`src/rtl/ipr_pkg.sv`:
```
package ipr_pkg;

    localparam logic [7:0] PAGE_HI = 8'hFF;
    localparam logic [7:0] LO_CM   = 8'hFC;
    localparam logic [7:0] LO_COP  = 8'hFA;
    localparam logic [7:0] LO_TRAP = 8'hF8;
    localparam logic [7:0] LO_SWI  = 8'hF6;
    localparam logic [7:0] LO_XIRQ = 8'hF4;
    localparam logic [7:0] LO_IRQ  = 8'hF2;

    // Low address byte of maskable entry j (entry 0 = IRQ pin)
    function automatic logic [7:0] entry_lo(input int j);
        return 8'(LO_IRQ - 8'(2 * j));
    endfunction

    typedef struct packed {
        logic locked;
        logic en;
        logic edge_mode;
        logic prev;
        logic latch;
    } pinctl_t;

    typedef struct packed {
        logic        armed;
        logic        pend;
        logic [15:0] vec;
    } out_t;

endpackage

```
`src/rtl/ipr_pin_ctl.sv`:
```
module ipr_pin_ctl
    import ipr_pkg::*;
(
    input  logic       clk,
    input  logic       rst_n,
    input  logic       pin_n,
    input  logic       cfg_we,
    input  logic       cfg_edge,
    input  logic       cfg_en,
    input  logic       ack_irq,
    output logic       req,
    output logic [1:0] cfg_rd
);

    pinctl_t s_d, s_q;
    logic    fall;

    always_comb begin
        s_d      = s_q;
        s_d.prev = pin_n;
        fall     = s_q.prev & ~pin_n;
        if (cfg_we && !s_q.locked) begin
            s_d.locked    = 1'b1;
            s_d.en        = cfg_en;
            s_d.edge_mode = cfg_edge;
        end
        if (ack_irq) begin
            s_d.latch = 1'b0;
        end
        if (s_q.en && s_q.edge_mode && fall) begin
            s_d.latch = 1'b1;
        end
    end

    always_ff @(posedge clk or negedge rst_n) begin
        if (!rst_n) begin
            s_q <= '{locked: 1'b0, en: 1'b1, edge_mode: 1'b0, prev: 1'b1, latch: 1'b0};
        end else begin
            s_q <= s_d;
        end
    end

    assign req    = s_q.en && (s_q.edge_mode ? s_q.latch : ~pin_n);
    assign cfg_rd = {s_q.en, s_q.edge_mode};

endmodule

```
`src/rtl/ipr_prio_reg.sv`:
```
module ipr_prio_reg
    import ipr_pkg::*;
#(
    parameter int NSRC = 7,
    localparam int NM   = NSRC + 1,
    localparam int IDXW = $clog2(NM)
) (
    input  logic            clk,
    input  logic            rst_n,
    input  logic            we,
    input  logic [7:0]      wdata,
    input  logic            mask_i,
    output logic [7:0]      rd,
    output logic [IDXW-1:0] idx
);

    localparam logic [7:0] LO_MIN = entry_lo(NSRC);

    logic [6:0] q_d, q_q;
    logic [7:0] cand;
    logic       ok;
    logic       unused_bit0;

    assign unused_bit0 = wdata[0];

    always_comb begin
        q_d  = q_q;
        cand = {wdata[7:1], 1'b0};
        ok   = (cand <= LO_IRQ) && (cand >= LO_MIN);
        if (we && mask_i) begin
            q_d = ok ? cand[7:1] : LO_IRQ[7:1];
        end
    end

    always_ff @(posedge clk or negedge rst_n) begin
        if (!rst_n) begin
            q_q <= LO_IRQ[7:1];
        end else begin
            q_q <= q_d;
        end
    end

    assign rd  = {q_q, 1'b0};
    assign idx = IDXW'(LO_IRQ[7:1] - q_q);

endmodule

```
`src/rtl/ipr_resolve.sv`:
```
module ipr_resolve
    import ipr_pkg::*;
#(
    parameter int NM = 8,
    localparam int IDXW = $clog2(NM)
) (
    input  logic [NM-1:0]   ent,
    input  logic [IDXW-1:0] prom_idx,
    input  logic            mask_i,
    input  logic            cm,
    input  logic            cop,
    input  logic            trap,
    input  logic            swi,
    input  logic            xirq_live,
    output logic            pend,
    output logic [7:0]      lo
);

    logic prom_hit;

    always_comb begin
        pend     = 1'b1;
        lo       = 8'h00;
        prom_hit = (int'(prom_idx) < NM) && ent[prom_idx];
        if (cm) begin
            lo = LO_CM;
        end else if (cop) begin
            lo = LO_COP;
        end else if (trap) begin
            lo = LO_TRAP;
        end else if (xirq_live) begin
            lo = LO_XIRQ;
        end else if (swi) begin
            lo = LO_SWI;
        end else if (!mask_i && (|ent)) begin
            if (prom_hit) begin
                lo = entry_lo(int'(prom_idx));
            end else begin
                for (int j = NM - 1; j >= 0; j--) begin
                    if (ent[j]) lo = entry_lo(j);
                end
            end
        end else begin
            pend = 1'b0;
        end
    end

endmodule

```
`src/rtl/ipr_top.sv`:
```
module ipr_top
    import ipr_pkg::*;
#(
    parameter int NSRC = 7
) (
    input  logic            clk,
    input  logic            rst_n,
    input  logic            irq_pin_n,
    input  logic            xirq_pin_n,
    input  logic [NSRC-1:0] src_req,
    input  logic            ccr_i,
    input  logic            ccr_x,
    input  logic            cm_req,
    input  logic            cop_req,
    input  logic            trap_req,
    input  logic            swi_req,
    input  logic            ack,
    input  logic            prio_we,
    input  logic [7:0]      prio_wdata,
    output logic [7:0]      prio_rd,
    input  logic            cfg_we,
    input  logic            cfg_edge,
    input  logic            cfg_en,
    output logic [1:0]      cfg_rd,
    output logic            pend,
    output logic [15:0]     vec
);

    localparam int NM   = NSRC + 1;
    localparam int IDXW = $clog2(NM);

    out_t            o_d, o_q;
    logic            irq_req;
    logic            ack_irq;
    logic            xirq_live;
    logic            win_pend;
    logic [7:0]      win_lo;
    logic [IDXW-1:0] prom_idx;
    logic [NM-1:0]   ent;

    assign ack_irq   = ack && o_q.pend && (o_q.vec == {PAGE_HI, LO_IRQ});
    assign xirq_live = ~xirq_pin_n && (~ccr_x || o_q.armed);
    assign ent       = {src_req, irq_req};

    ipr_pin_ctl u_pin (
        .clk     (clk),
        .rst_n   (rst_n),
        .pin_n   (irq_pin_n),
        .cfg_we  (cfg_we),
        .cfg_edge(cfg_edge),
        .cfg_en  (cfg_en),
        .ack_irq (ack_irq),
        .req     (irq_req),
        .cfg_rd  (cfg_rd)
    );

    ipr_prio_reg #(.NSRC(NSRC)) u_prio (
        .clk   (clk),
        .rst_n (rst_n),
        .we    (prio_we),
        .wdata (prio_wdata),
        .mask_i(ccr_i),
        .rd    (prio_rd),
        .idx   (prom_idx)
    );

    ipr_resolve #(.NM(NM)) u_res (
        .ent      (ent),
        .prom_idx (prom_idx),
        .mask_i   (ccr_i),
        .cm       (cm_req),
        .cop      (cop_req),
        .trap     (trap_req),
        .swi      (swi_req),
        .xirq_live(xirq_live),
        .pend     (win_pend),
        .lo       (win_lo)
    );

    always_comb begin
        o_d       = o_q;
        o_d.armed = o_q.armed | ~ccr_x;
        o_d.pend  = win_pend;
        o_d.vec   = win_pend ? {PAGE_HI, win_lo} : 16'h0000;
    end

    always_ff @(posedge clk or negedge rst_n) begin
        if (!rst_n) begin
            o_q <= '0;
        end else begin
            o_q <= o_d;
        end
    end

    assign pend = o_q.pend;
    assign vec  = o_q.vec;

endmodule

```
`config.mk`:
```
export PLATFORM = sky130hd
export DESIGN_NAME = ipr_top
export DESIGN_NICKNAME = d
export VERILOG_FILES = /design/src/rtl/ipr_pkg.sv /design/src/rtl/ipr_pin_ctl.sv /design/src/rtl/ipr_prio_reg.sv /design/src/rtl/ipr_resolve.sv /design/src/rtl/ipr_top.sv
export SDC_FILE = /design/constraint.sdc
export NUM_CORES = 1
export LEC_CHECK = 0
export CAP_MARGIN = 15
export CORE_MARGIN = 4
export CORE_UTILIZATION = 43
export CTS_BUF_LIST = sky130_fd_sc_hd__clkbuf_4 sky130_fd_sc_hd__clkbuf_8 sky130_fd_sc_hd__clkbuf_16
export DETAILED_ROUTE_END_ITERATION = 8
export MAX_ROUTING_LAYER = met4
export PLACE_DENSITY = 0.85
export SETUP_SLACK_MARGIN = 0.02
export SLEW_MARGIN = 20
export SYNTH_ARGS = -nofsm -noshare
export SYNTH_HDL_FRONTEND = slang
export SYNTH_SLANG_ARGS = --single-unit
```
`constraint.sdc`:
```
create_clock -name clk -period 4.9 [get_ports clk]
set_clock_uncertainty 0.15 [all_clocks]
set_input_delay 0.735 -clock clk [delete_from_list [all_inputs] [get_ports clk]]
set_output_delay 0.735 -clock clk [all_outputs]
set_load 0.05 [all_outputs]
```
==> results of run 1 <==
-- registers in the layout (all words and copies together) (netlist names) --
name,cells
vec,6
u_pin.s_q,3
o_q,1
u_prio.q_q,7
u_pin.cfg_rd,2
-- power groups by stage --
stage	logic [W]	registers (W)	clock network (W)
2_1_floorplan	0.0000699	0.000179	0
3_3_place_gp	0.000110	0.000177	0
3_5_place_dp	0.000113	0.000178	0
4_1_cts	0.000113	0.000175	0.0000924
5_1_grt	0.000120	0.000176	0.0000983
6_report	0.000112	0.000174	0.0000867
-- final timing paths --
kind,start,end,cells past startpoint
worst min-delay path,u_pin.s_q[4],u_pin.s_q[4],1
min in group asynchronous,rst_n,u_prio.q_q[2],1
worst min register to register,u_pin.s_q[4],u_pin.s_q[4],1
worst max-delay path,u_prio.q_q[0],prio_rd[1],1
max in group asynchronous,rst_n,vec[2],1
worst max register to register,u_prio.q_q[1],vec[2],4
-- kinds of logic (layout without fill, tap and decap cells) --
family,after synthesis,count (layout)
fa+ha+maj,1,1
simple gates,39,39
buf+inv,24,61
mux,7,7
compound gates,23,23
xor+xnor,1,1
other cells,1,2
flops,19,19
-- through the flow --
step | area (sq um) | total power (W)
2_1_floorplan | 1167 | 0.0002488
4_1_cts | 1612 | 0.0003802
6_report | 1612 | 0.0003730
3_5_place_dp | 1582 | 0.0002901
5_1_grt | 1612 | 0.0003945
3_3_place_gp | 1582 | 0.0002869
-- metal layers --
layer | track usage (%) | vias to the layer above | share of wire, %
met1 | 16.64 | 462 | 37
met2 | 28.86 | 41 | 53
met5 | - | - | 0
met3 | 4.104 | 4 | 8.2
li1 | - | 467 | -
met4 | 5.696 | 0 | 1.1
-- final cells by class --
type,instances,share of cell area [%]
sequential,19,30.05
inverter,4,0.9317
tap,30,2.329
clock buffer,4,1.863
multi-input combinational,73,31.91
timing repair buffer,53,32.92
-- cell usage in the layout (no fill, tap or decap), types with 2 or more instances in the layout --
| cell type | Yosys | final |
|---|---|---|
| clkdlybuf4s50_1 | 0 | 53 |
| nor2b_1 | 6 | 6 |
| o31ai_1 | 2 | 2 |
| a31oi_1 | 2 | 2 |
| nand4b_1 | 3 | 3 |
| inv_1 | 4 | 4 |
| nand3_1 | 3 | 3 |
| a31o_2 | 2 | 2 |
| dfstp_2 | 7 | 7 |
| o21ai_0 | 2 | 2 |
| nand2b_1 | 6 | 6 |
| conb_1 | 1 | 2 |
| clkbuf_4 | 0 | 4 |
| nand2_1 | 5 | 5 |
| mux2i_1 | 4 | 4 |
| a21oi_1 | 6 | 6 |
| dfrtp_1 | 12 | 12 |
| mux2_2 | 2 | 2 |
| nor3_1 | 5 | 5 |
| nor2_1 | 7 | 7 |
==> summary.md, run 1 <==
| Metric | Value |
|---|---|
| Prevailing post-synth register cell | dfrtp_1 |
| Max-slew headroom | between 40% and 50% |
| Nets | roughly 190 |
| Synthesis Warnings | 0 |
| Share of layout cells above drive strength 1 | a little over an eighth |
| EDFF count, synth | 0 |
| Hold Fails Final Rpt | 0 |
| Comb pwr share | between 30% and 40% |
| Layout fillers | roughly 220 |
| Share of the synthesized area in the top cell type | about 26% |
| Max_cap viols | 0 |
| Detail Placement HPWL | between 2 and 2.5 mm |
| Post-cts resize count | 0 |
| Cells along the critical path | clkdlybuf4s50_1 |
| Rows | 18 |
| Initial Util | 46.13% |
| Area Overhead vs Synth | 38.50% |
| DRC violation total after the first TritonRoute iteration | 20 |
| Kind of critical path | reg2out |
| Area of the multi-input gates | around 510 sq um |
| Inst Count DP | between 150 and 200 |
| Hold Path Class | reg2reg |
| Area contributors post-synth | dfrtp_1 26%, dfstp_2 16%, buf_4 12%, mux2i_1 3.4%, nand2b_1 3.2% |
| Final setup TNS | 0 ns |
| Mean Syn Cell Area | just over 10 sq um |
| Worst Setup Start Kind | register |
| Port Buffers | 53 |
| Core Box Area | ~2500 sq um |
| CP endpoint kind | primary output |
| First-pass GRT wire length | 4.146 mm |
| Total CTS buffers | 3 |
| Yosys top cell by area | dfrtp_1 |
| Asr flop ratio synth | 100.0% |
| Non-Filler Instances | ~180 |
| Switching pwr | 0.0001167 W |
| CP peak stage delay | between 0.8 and 0.9 ns |
| Pin count of the biggest net entering global routing | 20 |
| Internal power | between 0.0002 and 0.0003 W |
| Register area | around 480 sq um |
| Status | completed |
| Post-synthesis mux area share | ~7.3% |
| N_diodes | 0 |
| CTS root buf | clkbuf_4 |
| Worst skew pair latency | ~0.30 ns |
| Final Critical Period | between 2 and 3 ns |
| Layout Utilization | between 60% and 70% |
| Req. time, crit path | 4.01 ns |
| Final WS setup | between 2 and 2.5 ns |
| CTS tree | yes |
| Xor and xnor area share after synthesis | less than 1% |
| Fin crit share | 54.32% |
| Most common cell in the netlist | buf_4 |
| Total wire length | around 2.6 mm |
| Fmax | between 300 and 400 MHz |
| RSZ-0062 raised after global routing | false |
| Antenna-violating nets left | 0 |
| Seq/Total Area, Yosys | about two fifths |
| Switching share of total power | a little under a third |
| Number of H-tree levels | 1 |
| DR vias/cell | approximately 5.3 |
| Flops & latches, synth | 19 |
| Die Area | approximately 3600 sq um |
| Worst path top cell family by delay | buffers and inverters |
| DRC Markers | 0 |
| Dpl ws | between 2 and 2.5 ns |
| Sequential share of power | between 40% and 50% |
| Commonest cells in the netlist | 19 x buf_4, 12 x dfrtp_1, 7 x dfstp_2, 7 x nor2_1 |
| Total GRT Usage | 16.02% |
| WHS | 0.3246 ns |
| Vias in the first global route | 940 |
| CTS sink cnt | 19 |
| Synth Area in Adders | 1.075% |
| Post-Synth Simple-Gate Area | between 10% and 20% |
| Setup Fix Bufs, Post-CTS | 0 |
| Worst-path clk slew | 0.11 ns |
| Die Ht | about 60 microns |
| Compound-Gate Fraction of Synth Area | roughly 16% |
| Clk buf depth | 2 |
| 1st-pass router iterations | 4 |
| CP max stage cell | clkdlybuf4s50_1 |
| Final GP Congestion | 0.7784 |
| Cts hold-fix bufs | 0 |
| Post-DR wirelength/cell | ~14 microns |
| CP bufs+invs | 1 |
| Initial antenna violation count | 0 |
| Total number of vias | between 900 and 1000 |
| Critical path peak fanout | 7 |
| CP arrival | 1.78 ns |
| PwrDens | between 200 and 250 nW/um^2 |
| Syn Inst Count | 115 |
| Max-slew violations | 0 |
| P_leak | ~0.63 nW |
| Yosys cell types | 36 |
| Die Width | 60.02 microns |
| Setup-failing EPs final | 0 |
| Cell Area, Synth | between 1000 and 1500 sq um |
| Flop2flop setup slack | roughly 2.9 ns |
| Worst-Margin Slew | 0.8238 ns |
| Main combinational cell family by area after synthesis | simple AND/OR/NAND/NOR gates |
| Peak VDD IR | 191.4 uV |
| GRT overflow | 0 |
| Ports | 57 |
| Clk pwr share | between 20% and 30% |
No activity file was read; power rests on OpenSTA's default activity.
==> run 2, diff against run 1 <==
CORE_UTILIZATION = 40   (was 43)
PLACE_DENSITY = 0.79   (was 0.85)
clock period = 2.7 ns   (was 4.9 ns; I/O delays follow)
==> run 2 against run 1 <==
  * Clock power up 81%
  * Critical path depth unchanged
  * Final cell count is 0.55% higher
  * Sequential power rose by 82%
  * Clock-buffer cell count unchanged
  * Highest routed layer unchanged
  * Sequential cell count unchanged
  * Non-clock buffer count unchanged
  * Via count up 2.1%
==> summary.md, run 2 (synthesis results as in run 1) <==
| Metric | Value |
|---|---|
| Cts hold-fix bufs | 0 (unchanged) |
| Total number of vias | 994 (+2.1%) |
| Setup-failing EPs final | 0 (unchanged) |
| P_leak | 0.6311 nW (unchanged) |
| Fmax | 428.0 MHz |
| Post-cts resize count | 0 (unchanged) |
| Max-slew headroom | 47.02% (+2.1 points) |
| DR vias/cell | 5.402 (+1.5%) |
| PwrDens | 421.7 nW/um^2 (+82%) |
| N_diodes | 0 (unchanged) |
| Hold_sp | u_pin.s_q[4] |
| CP peak stage delay | 0.84 ns (about the same) |
| Die Width | 61.94 microns (+3.2%) |
| Detail Placement HPWL | 2.202 mm (+3.3%) |
| Post-DR wirelength/cell | 14.60 microns (+4.6%) |
| Most frequent cells in the layout | 53 x clkdlybuf4s50_1, 12 x dfrtp_1, 7 x nor2_1, 7 x dfstp_2 |
| Final setup TNS | 0 ns (unchanged) |
| Initial antenna violation count | 0 (unchanged) |
| RSZ-0062 raised after global routing | false |
| First-pass GRT wire length | 4.029 mm (-2.8%) |
| WHS | 0.3370 ns (+0.01247 ns) |
| Hold Path Class | reg2reg |
| Antenna-violating nets left | 0 (unchanged) |
| Max-slew violations | 0 (unchanged) |
| Worst Setup Start Kind | register |
| Sequential share of power | 46.6% (about the same) |
| Ports | 57 (unchanged) |
| CP bufs+invs | 1 (unchanged) |
| Req. time, crit path | 2.14 ns (-1.87 ns) |
| Pin count of the biggest net entering global routing | 20 (unchanged) |
| Core Box Area | 2758 sq um (+9.3%) |
| Total CTS buffers | 3 (unchanged) |
| Vias in the first global route | 970 (+3.2%) |
| Design area | 1613 sq um (about the same) |
| Total GRT Usage | 14.80% (-1.2 points) |
| Final GP Congestion | 0.8500 (+9.2%) |
| Worst-path clk slew | 0.11 ns (about the same) |
| Commonest non-fill, non-tap cell in the layout | clkdlybuf4s50_1 |
| Setup Fix Bufs, Post-CTS | 0 (unchanged) |
| Die Ht | 61.94 microns (+3.2%) |
| Hold Fails Final Rpt | 0 (unchanged) |
| Total wire length | 2.687 mm (+5.1%) |
| Status | completed |
| Initial Util | 42.20% (-3.9 points) |
| Largest Register | u_prio.q_q |
| Switching share of total power | 31.61% (+0.32 points) |
| CTS root buf | clkbuf_4 |
| Port Buffers | 53 (unchanged) |
| CP max stage cell | clkdlybuf4s50_1 |
| Layout Utilization | 58.48% (-5.4 points) |
| Share of layout cells above drive strength 1 | 13.73% (unchanged) |
| Worst-Margin Slew | 0.7922 ns (-0.03167 ns) |
| Final Critical Period | 2.337 ns |
| Internal power | 0.0004652 W (+81%) |
| Worst path top cell family by delay | buffers and inverters |
| Die Area | 3836 sq um (+6.5%) |
| Peak VDD IR | 273.3 uV (+43%) |
| Worst skew pair latency | 0.30 ns (about the same) |
| Max reg flops | 7 (unchanged) |
| Fin crit share | between 80 and 90% |
| Critical R2R Launch | u_prio.q_q[1] |
| CTS sink cnt | 19 (unchanged) |
| CP arrival | 1.78 ns (about the same) |
| Layout fillers | 249 (+16%) |
| Kind of critical path | reg2out |
| 1st-pass router iterations | 4 (unchanged) |
| Clk buf depth | 2 (unchanged) |
| Max_cap viols | 0 (unchanged) |
| GRT overflow | 0 (unchanged) |
| Clk pwr share | 23.1% (about the same) |
| Total power | 0.0006802 W (+82%) |
| DRC Markers | 0 (unchanged) |
| Switching pwr | 0.0002150 W (+84%) |
| Number of H-tree levels | 1 (unchanged) |
| CP endpoint kind | primary output |
| DRC violation total after the first TritonRoute iteration | 19 (-5.0%) |
| Comb pwr share | 30.3% (+0.3 points) |
| Rows | 19 (+1) |
| Nets | 185 (unchanged) |
| Cell area after placement | 1583 sq um (about the same) |
| Critical path peak fanout | 7 (unchanged) |
| CTS tree | yes |
| Crit. Startpoint | u_prio.q_q[0] |
| Cells along the critical path | clkdlybuf4s50_1 |
| Area Overhead vs Synth | 38.60% (about the same) |
-- run 2: per-stage QoR --
step                      setup WS (ns)  instances
after CTS                        0.3575        184
after global placement           0.3987        180
after floorplan                  0.5317        116
after global routing             0.3199        184
final                            0.3634        184
after detailed placement         0.3573        180
-- run 2: cell type report --
type                       instances  area [sq um]  share of cell area (%)
clock buffer                       4         30.03                   1.862
multi-input combinational         73         514.2                   31.89
inverter                           4         15.01                  0.9310
sequential                        19         484.2                   30.02
tap                               31         38.79                   2.405
timing repair buffer              53         530.5                   32.89
-- run 2: metal layers --
metal  vias to the layer above  GRT usage, %  share of wire [%]
met1                       458         15.13                 37
met3                         9         3.719                8.6
met4                         0         5.758                2.2
met2                        62         26.91                 52
li1                        465             -                  -
met5                         -             -                  0
-- run 2: worst paths after layout --
path	slack [ns]	endpoint	depth (start not counted)
worst max-delay path	0.36	prio_rd[1]	1
worst min-delay path	0.34	u_pin.s_q[4]	1
worst max register to register	0.63	vec[2]	4
worst min register to register	0.34	u_pin.s_q[4]	1
max in group asynchronous	1.51	u_pin.s_q[0]	1
min in group asynchronous	0.40	vec[14]	1
-- run 2: power groups by stage --
stage               sequential [W]  combinational, W  clock, W
floorplan                 0.000325          0.000127         0
global placement          0.000321          0.000200         0
detailed placement        0.000322          0.000206         0
global route              0.000320          0.000220  0.000171
finish                    0.000317          0.000206  0.000157
CTS                       0.000317          0.000207  0.000161
